$ cat src/rtl/bcr_pkg.sv
package bcr_pkg;
  localparam int unsigned WORD_W      = 32;
  localparam int unsigned OFF_CLKRATE = 32'h04;
  localparam int unsigned OFF_SWITCH  = 32'h0C;
  localparam int unsigned OFF_RSTKEY  = 32'h10;
  localparam logic [31:0] RST_KEY     = 32'h0000_DEAD;

  typedef enum logic [1:0] {
    SEL_NONE   = 2'd0,
    SEL_CLK    = 2'd1,
    SEL_SWITCH = 2'd2,
    SEL_RSTKEY = 2'd3
  } reg_sel_e;
endpackage

$ cat src/rtl/bcr_sync.sv
module bcr_sync #(
  parameter int unsigned WIDTH  = 8,
  parameter int unsigned STAGES = 2
) (
  input  logic             clk,
  input  logic             rst,
  input  logic [WIDTH-1:0] d_async,
  output logic [WIDTH-1:0] q_sync
);
  logic [WIDTH-1:0] stg [STAGES];

  always_ff @(posedge clk) begin
    if (rst) stg[0] <= '0;
    else     stg[0] <= d_async;
  end

  for (genvar s = 1; s < STAGES; s++) begin : g_stage
    always_ff @(posedge clk) begin
      if (rst) stg[s] <= '0;
      else     stg[s] <= stg[s-1];
    end
  end

  assign q_sync = stg[STAGES-1];
endmodule

$ cat src/rtl/bcr_decode.sv
module bcr_decode
  import bcr_pkg::*;
#(
  parameter int unsigned ADDR_W = 8,
  parameter int unsigned SW_W   = 8,
  parameter logic [31:0] CLK_HZ = 32'd50_000_000
) (
  input  logic              clk,
  input  logic              rst,
  input  logic              req,
  input  logic              we,
  input  logic [ADDR_W-1:0] addr,
  input  logic [WORD_W-1:0] wdata,
  input  logic [SW_W-1:0]   sw_sync,
  output logic [WORD_W-1:0] rdata_q,
  output logic              ready_q,
  output logic              key_hit
);
  localparam logic [ADDR_W-1:0] A_CLK = ADDR_W'(OFF_CLKRATE);
  localparam logic [ADDR_W-1:0] A_SW  = ADDR_W'(OFF_SWITCH);
  localparam logic [ADDR_W-1:0] A_KEY = ADDR_W'(OFF_RSTKEY);

  reg_sel_e          sel;
  logic [WORD_W-1:0] rd_mux;

  always_comb begin
    unique case (addr)
      A_CLK:   sel = SEL_CLK;
      A_SW:    sel = SEL_SWITCH;
      A_KEY:   sel = SEL_RSTKEY;
      default: sel = SEL_NONE;
    endcase
  end

  always_comb begin
    rd_mux = '0;
    case (sel)
      SEL_CLK:    rd_mux = CLK_HZ;
      SEL_SWITCH: rd_mux = WORD_W'(sw_sync);
      default:    rd_mux = '0;
    endcase
  end

  assign key_hit = req && we && (sel == SEL_RSTKEY) && (wdata == RST_KEY);

  always_ff @(posedge clk) begin
    if (rst) begin
      ready_q <= 1'b0;
      rdata_q <= '0;
    end else begin
      ready_q <= req;
      rdata_q <= (req && !we) ? rd_mux : '0;
    end
  end
endmodule

$ cat src/rtl/bcr_rst_pulse.sv
module bcr_rst_pulse #(
  parameter int unsigned RST_CYCLES = 16
) (
  input  logic clk,
  input  logic rst,
  input  logic trig,
  output logic pulse_q
);
  localparam int unsigned CNT_W = $clog2(RST_CYCLES + 1);
  localparam logic [CNT_W-1:0] LOAD = CNT_W'(RST_CYCLES);

  logic [CNT_W-1:0] cnt;

  always_ff @(posedge clk) begin
    if (rst) begin
      cnt     <= '0;
      pulse_q <= 1'b0;
    end else begin
      if (trig)            cnt <= LOAD;
      else if (cnt != '0)  cnt <= cnt - 1'b1;
      pulse_q <= trig || (cnt > CNT_W'(1));
    end
  end
endmodule

$ cat src/rtl/board_ctl_regs.sv
module board_ctl_regs
  import bcr_pkg::*;
#(
  parameter int unsigned ADDR_W      = 8,
  parameter int unsigned SW_W        = 8,
  parameter int unsigned SYNC_STAGES = 2,
  parameter int unsigned RST_CYCLES  = 16,
  parameter logic [31:0] CLK_HZ      = 32'd50_000_000
) (
  input  logic              clk,
  input  logic              rst,
  input  logic              bus_req,
  input  logic              bus_we,
  input  logic [ADDR_W-1:0] bus_addr,
  input  logic [31:0]       bus_wdata,
  output logic [31:0]       bus_rdata,
  output logic              bus_ready,
  input  logic [SW_W-1:0]   dip_sw,
  output logic              sys_rst_out
);
  logic [SW_W-1:0] sw_sync;
  logic            key_hit;

  bcr_sync #(.WIDTH(SW_W), .STAGES(SYNC_STAGES)) u_sync (
    .clk(clk), .rst(rst), .d_async(dip_sw), .q_sync(sw_sync)
  );

  bcr_decode #(.ADDR_W(ADDR_W), .SW_W(SW_W), .CLK_HZ(CLK_HZ)) u_dec (
    .clk(clk), .rst(rst), .req(bus_req), .we(bus_we), .addr(bus_addr),
    .wdata(bus_wdata), .sw_sync(sw_sync), .rdata_q(bus_rdata),
    .ready_q(bus_ready), .key_hit(key_hit)
  );

  bcr_rst_pulse #(.RST_CYCLES(RST_CYCLES)) u_pulse (
    .clk(clk), .rst(rst), .trig(key_hit), .pulse_q(sys_rst_out)
  );
endmodule

$ cat config.mk
export PLATFORM = sky130hd
export DESIGN_NAME = board_ctl_regs
export DESIGN_NICKNAME = d
export VERILOG_FILES = /design/src/rtl/bcr_pkg.sv /design/src/rtl/bcr_sync.sv /design/src/rtl/bcr_decode.sv /design/src/rtl/bcr_rst_pulse.sv /design/src/rtl/board_ctl_regs.sv
export SDC_FILE = /design/constraint.sdc
export NUM_CORES = 1
export LEC_CHECK = 0
export BUFFER_PORTS_ARGS = -buffer_cell sky130_fd_sc_hd__buf_2
export CORE_UTILIZATION = 45
export CTS_BUF_LIST = sky130_fd_sc_hd__clkbuf_8 sky130_fd_sc_hd__clkbuf_16
export DETAILED_ROUTE_END_ITERATION = 10
export PLACE_DENSITY = 0.82
export SYNTH_ARGS = -nofsm -noshare
export SYNTH_HDL_FRONTEND = slang
export SYNTH_SLANG_ARGS = --single-unit
$ cat constraint.sdc
create_clock -name clk -period 4.28 [get_ports clk]
set_clock_uncertainty 0.05 [all_clocks]
set_input_delay 0.214 -clock clk [delete_from_list [all_inputs] [get_ports clk]]
set_output_delay 0.214 -clock clk [all_outputs]
set_load 0.01 [all_outputs]
==> summary.md <==
| Metric | Value |
|---|---|
| Outcome | `complete, but fails checks` |
| Failing checks | `DRC` |
| WHS Path Cells | `2` |
| RR Endpoint | `u_pulse.cnt[1]$_SDFFE_PP0P_` |
| Crit path cell chain | `buf_2 -> nor3_1 -> nand2_1 -> or3_1 -> inv_1 -> ha_1 -> nor4b_2 -> nand4_1 -> nor4_4 -> o21ba_1` |
| Post-synthesis sequential area ratio | `45.6%` |
| Final nets | `roughly 260` |
| Hold Buf Count CTS | `0` |
| Htree depth | `2` |
| WP data arrival | `between 2 and 2.5 ns` |
| Post-synth EDFFs | `0` |
| Slowest stage delay, CP | `0.45 ns` |
| Worst skew pair latency | `0.27 ns` |
| Max-cap viol count | `0` |
| Ys Warns | `0` |
| Clk root buf | `clkbuf_8` |
| Vias | `between 1,000 and 1,500` |
| Comb pwr share | `19.6%` |
| Initial Util | `49.2%` |
| Die ar. | `0.00335 sq mm` |
| Reg2Reg Setup Slack | `2.86 ns` |
| Largest net degree at the start of global routing | `24` |
| Clk pwr share | `35.2%` |
| Synth area leader | `dfxtp_1` |
| Hold WC Path Type | `in2reg` |
| Share of the synthesized area in the top cell type | `45.6%` |
| Final Power | `0.000760 W` |
| Routed len/inst | `just under 10 um` |
| CP Launch Type | `primary input` |
| Synth Register Bits | `32` |
| Power Density | `428 mW/mm^2` |
| Remaining antenna violation count | `0` |
| Synth Flop Type | `dfxtp_1` |
| Clk sinks | `32` |
| Seq pwr share | `45.2%` |
| Switching power | `0.000186 W` |
| Filler cell count | `230` |
| Max Buffers Root-to-Sink | `2` |
| Fin Setup TNS | `0 ns` |
| Vias in the first global route | `869` |
| Reg area | `around 640 sq um` |
| CP Depth | `10` |
| Setup Viol. Count Final | `0` |
| IO Count | `86` |
| Max Slew Vio Count | `0` |
| FP Rows | `19` |
| Antenna violations before repair | `0` |
| CTS tree | `built` |
| Synthesized cell area | `approximately 0.0014 sq mm` |
| Final Wtd Congestion | `0.689` |
| Tightest hold margin | `~0.098 ns` |
| RSZ-0062 raised after global routing | `false` |
| TritonCTS Buffers | `5` |
| Delay-heaviest family, CP | `simple AND/OR/NAND/NOR gates` |
| Hold endpoint | `u_sync.stg[0][7]$_SDFF_PP0_` |
| Internal power | `about 0.00057 W` |
| Worst-Margin Slew | `between 0.6 and 0.7 ns` |
| Post-DP HPWL | `1.79 mm` |
| Required time worst endpoint | `4.45 ns` |
| Mean Syn Cell Area | `10.0 sq um` |
| Final min period | `2.02 ns` |
| TritonRoute pass-1 iters | `7` |
| First-pass GRT wire length | `between 3 and 4 mm` |
| FF-to-FF path depth | `6` |
| Postcts setup bufs | `0` |
| CTS resizes | `0` |
| Crit share post-route | `47.3%` |
| Hold path startpoint | `dip_sw[7]` |
| Via density | `4.37` |
| GRT overflow | `0` |
| Synth area leaders | `dfxtp_1, buf_4, nor2b_1, ha_1, and3_1` |
| P_leak | `0.949 nW` |
| Post-Syn Instances | `140` |
| GRT Util Overall | `approximately 14%` |
| F_max | `0.494 GHz` |
| Layout area overhead | `26.5%` |
| # diodes | `0` |
| Die W | `57.9 um` |
| RR Startpoint | `u_pulse.cnt[0]$_SDFFE_PP0P_` |
| Worst vdd ir | `0.243 mV` |
| Buf/Inv on CP | `2` |
| Crit-path slowest cell | `nor4_4` |
| Count of cell types in the netlist | `30` |
| Crit Path Category | `in2reg` |
| Critical path endpoint category | `flip-flop` |
| Core Region | `0.00285 sq mm` |
| Drt drc | `8` |
| Multi-input gate area | `roughly 610 sq um` |
| Routed WL | `2.30 mm` |
| Switching Share | `24.5%` |
| First DRT Iteration DRCs | `37` |
| Final Hold Fails | `0` |
| Crit-path max FO | `6` |
| Clock-pin slew on the worst setup and hold paths | `approximately 0.06 ns` |
| Share of cells above drive strength 1 | `around two fifths` |
| Slew HR | `59.7%` |
| Die Ht | `a little under 60 um` |
| Async S/R FF share, synth | `0%` |
| Port buffer count | `72` |
==> placed cells by master (no fill, tap or decap), drive strengths merged, types with 2 or more instances in the layout <==
| cell type | count |
|---|---|
| nand2 | 4 |
| nor2b | 18 |
| o21ba | 2 |
| a21oi | 3 |
| conb | 13 |
| inv | 6 |
| nor3 | 7 |
| clkbuf | 5 |
| dfxtp | 32 |
| xnor2 | 2 |
| and4b | 2 |
| nor2 | 6 |
| buf | 72 |
| o21ai | 3 |
| and3 | 7 |
| nor4 | 3 |
| nand4 | 2 |
| nor4b | 3 |
| ha | 6 |
| nor3b | 2 |
==> logic make-up after synthesis <==
| kind of cell | after synthesis | share of synthesized area, % |
|---|---|---|
| XOR/XNOR | 2 | 1.25 |
| adder cells (fa/ha/maj) | 6 | 5.35 |
| flip-flops | 32 | 45.6 |
| buffers and inverters | 30 | 14.2 |
| AND/OR/NAND/NOR | 59 | 28.3 |
| multiplexers | 2 | 1.52 |
| other | 1 | 0.267 |
| AO/OA/AOI/OAI | 8 | 3.56 |
==> layer usage <==
layer,global-route usage (%),vias to the layer above,share of wire (%),wire (um)
li1,-,562,-,-
met1,15.4,433,44,1010
met2,25.1,45,48,1100
met3,4.91,0,8.1,187
met4,6.12,0,0,0
met5,0,-,0,0
==> synthesized netlist by cell type, types with 2 or more instances <==
library cell	count
dfxtp_1	32
buf_4	23
nor2b_1	18
and3_1	7
nor3_1	7
ha_1	6
nor2_1	6
inv_1	5
nand2_1	4
a21oi_1	3
o21ai_0	3
and4b_1	2
clkbuf_1	2
nand4_1	2
nor3b_1	2
nor4b_2	2
o21ba_1	2
xnor2_1	2
==> area by class of cell <==
type                       instances  area share [%]
timing repair buffer              72            20.3
clock inverter                     3            2.18
multi-input combinational         90            34.3
inverter                           5            1.06
sequential                        32            36.1
clock buffer                       5            3.88
tap                               31            2.18
==> sequential cells by signal, summed over array words and instances, names as in the netlist <==
register and count:
u_sync.stg 16, u_pulse.pulse_q 1, u_pulse.cnt 5, u_dec.rdata_q 9, u_dec.ready_q 1
==> power by group through the flow <==
stage / sequential [W] / clock, W / combinational (W)
floorplan: 0.000348 / 0 / 0.000113
detailed placement: 0.000349 / 0 / 0.000150
global placement: 0.000350 / 0 / 0.000146
global route: 0.000348 / 0.000290 / 0.000166
CTS: 0.000344 / 0.000275 / 0.000150
finish: 0.000343 / 0.000267 / 0.000149
==> stage by stage <==
| step | worst slack, ns | std cells | area, sq um | utilization [%] |
|---|---|---|---|---|
| final | 2.26 | 238 | 1780 | 62.2 |
| after floorplan | 2.24 | 152 | 1450 | - |
| after global routing | 2.05 | 238 | 1780 | 62.2 |
| after global placement | 2.01 | 230 | 1670 | 58.5 |
| after CTS | 2.23 | 238 | 1780 | 62.2 |
| after detailed placement | 1.95 | 230 | 1670 | 58.5 |
==> worst max-delay path by stage <==
stage           startpoint                           to
6_report       bus_addr[1]  u_pulse.cnt[4]$_SDFFE_PP0P_
5_1_grt        bus_addr[1]  u_pulse.cnt[4]$_SDFFE_PP0P_
4_1_cts        bus_addr[1]  u_pulse.cnt[4]$_SDFFE_PP0P_
3_5_place_dp   bus_addr[1]   u_pulse.pulse_q$_SDFF_PP0_
3_3_place_gp   bus_addr[1]  u_pulse.cnt[4]$_SDFFE_PP0P_
2_1_floorplan  bus_addr[1]  u_pulse.cnt[4]$_SDFFE_PP0P_
No activity file was read; power rests on OpenSTA's default activity.
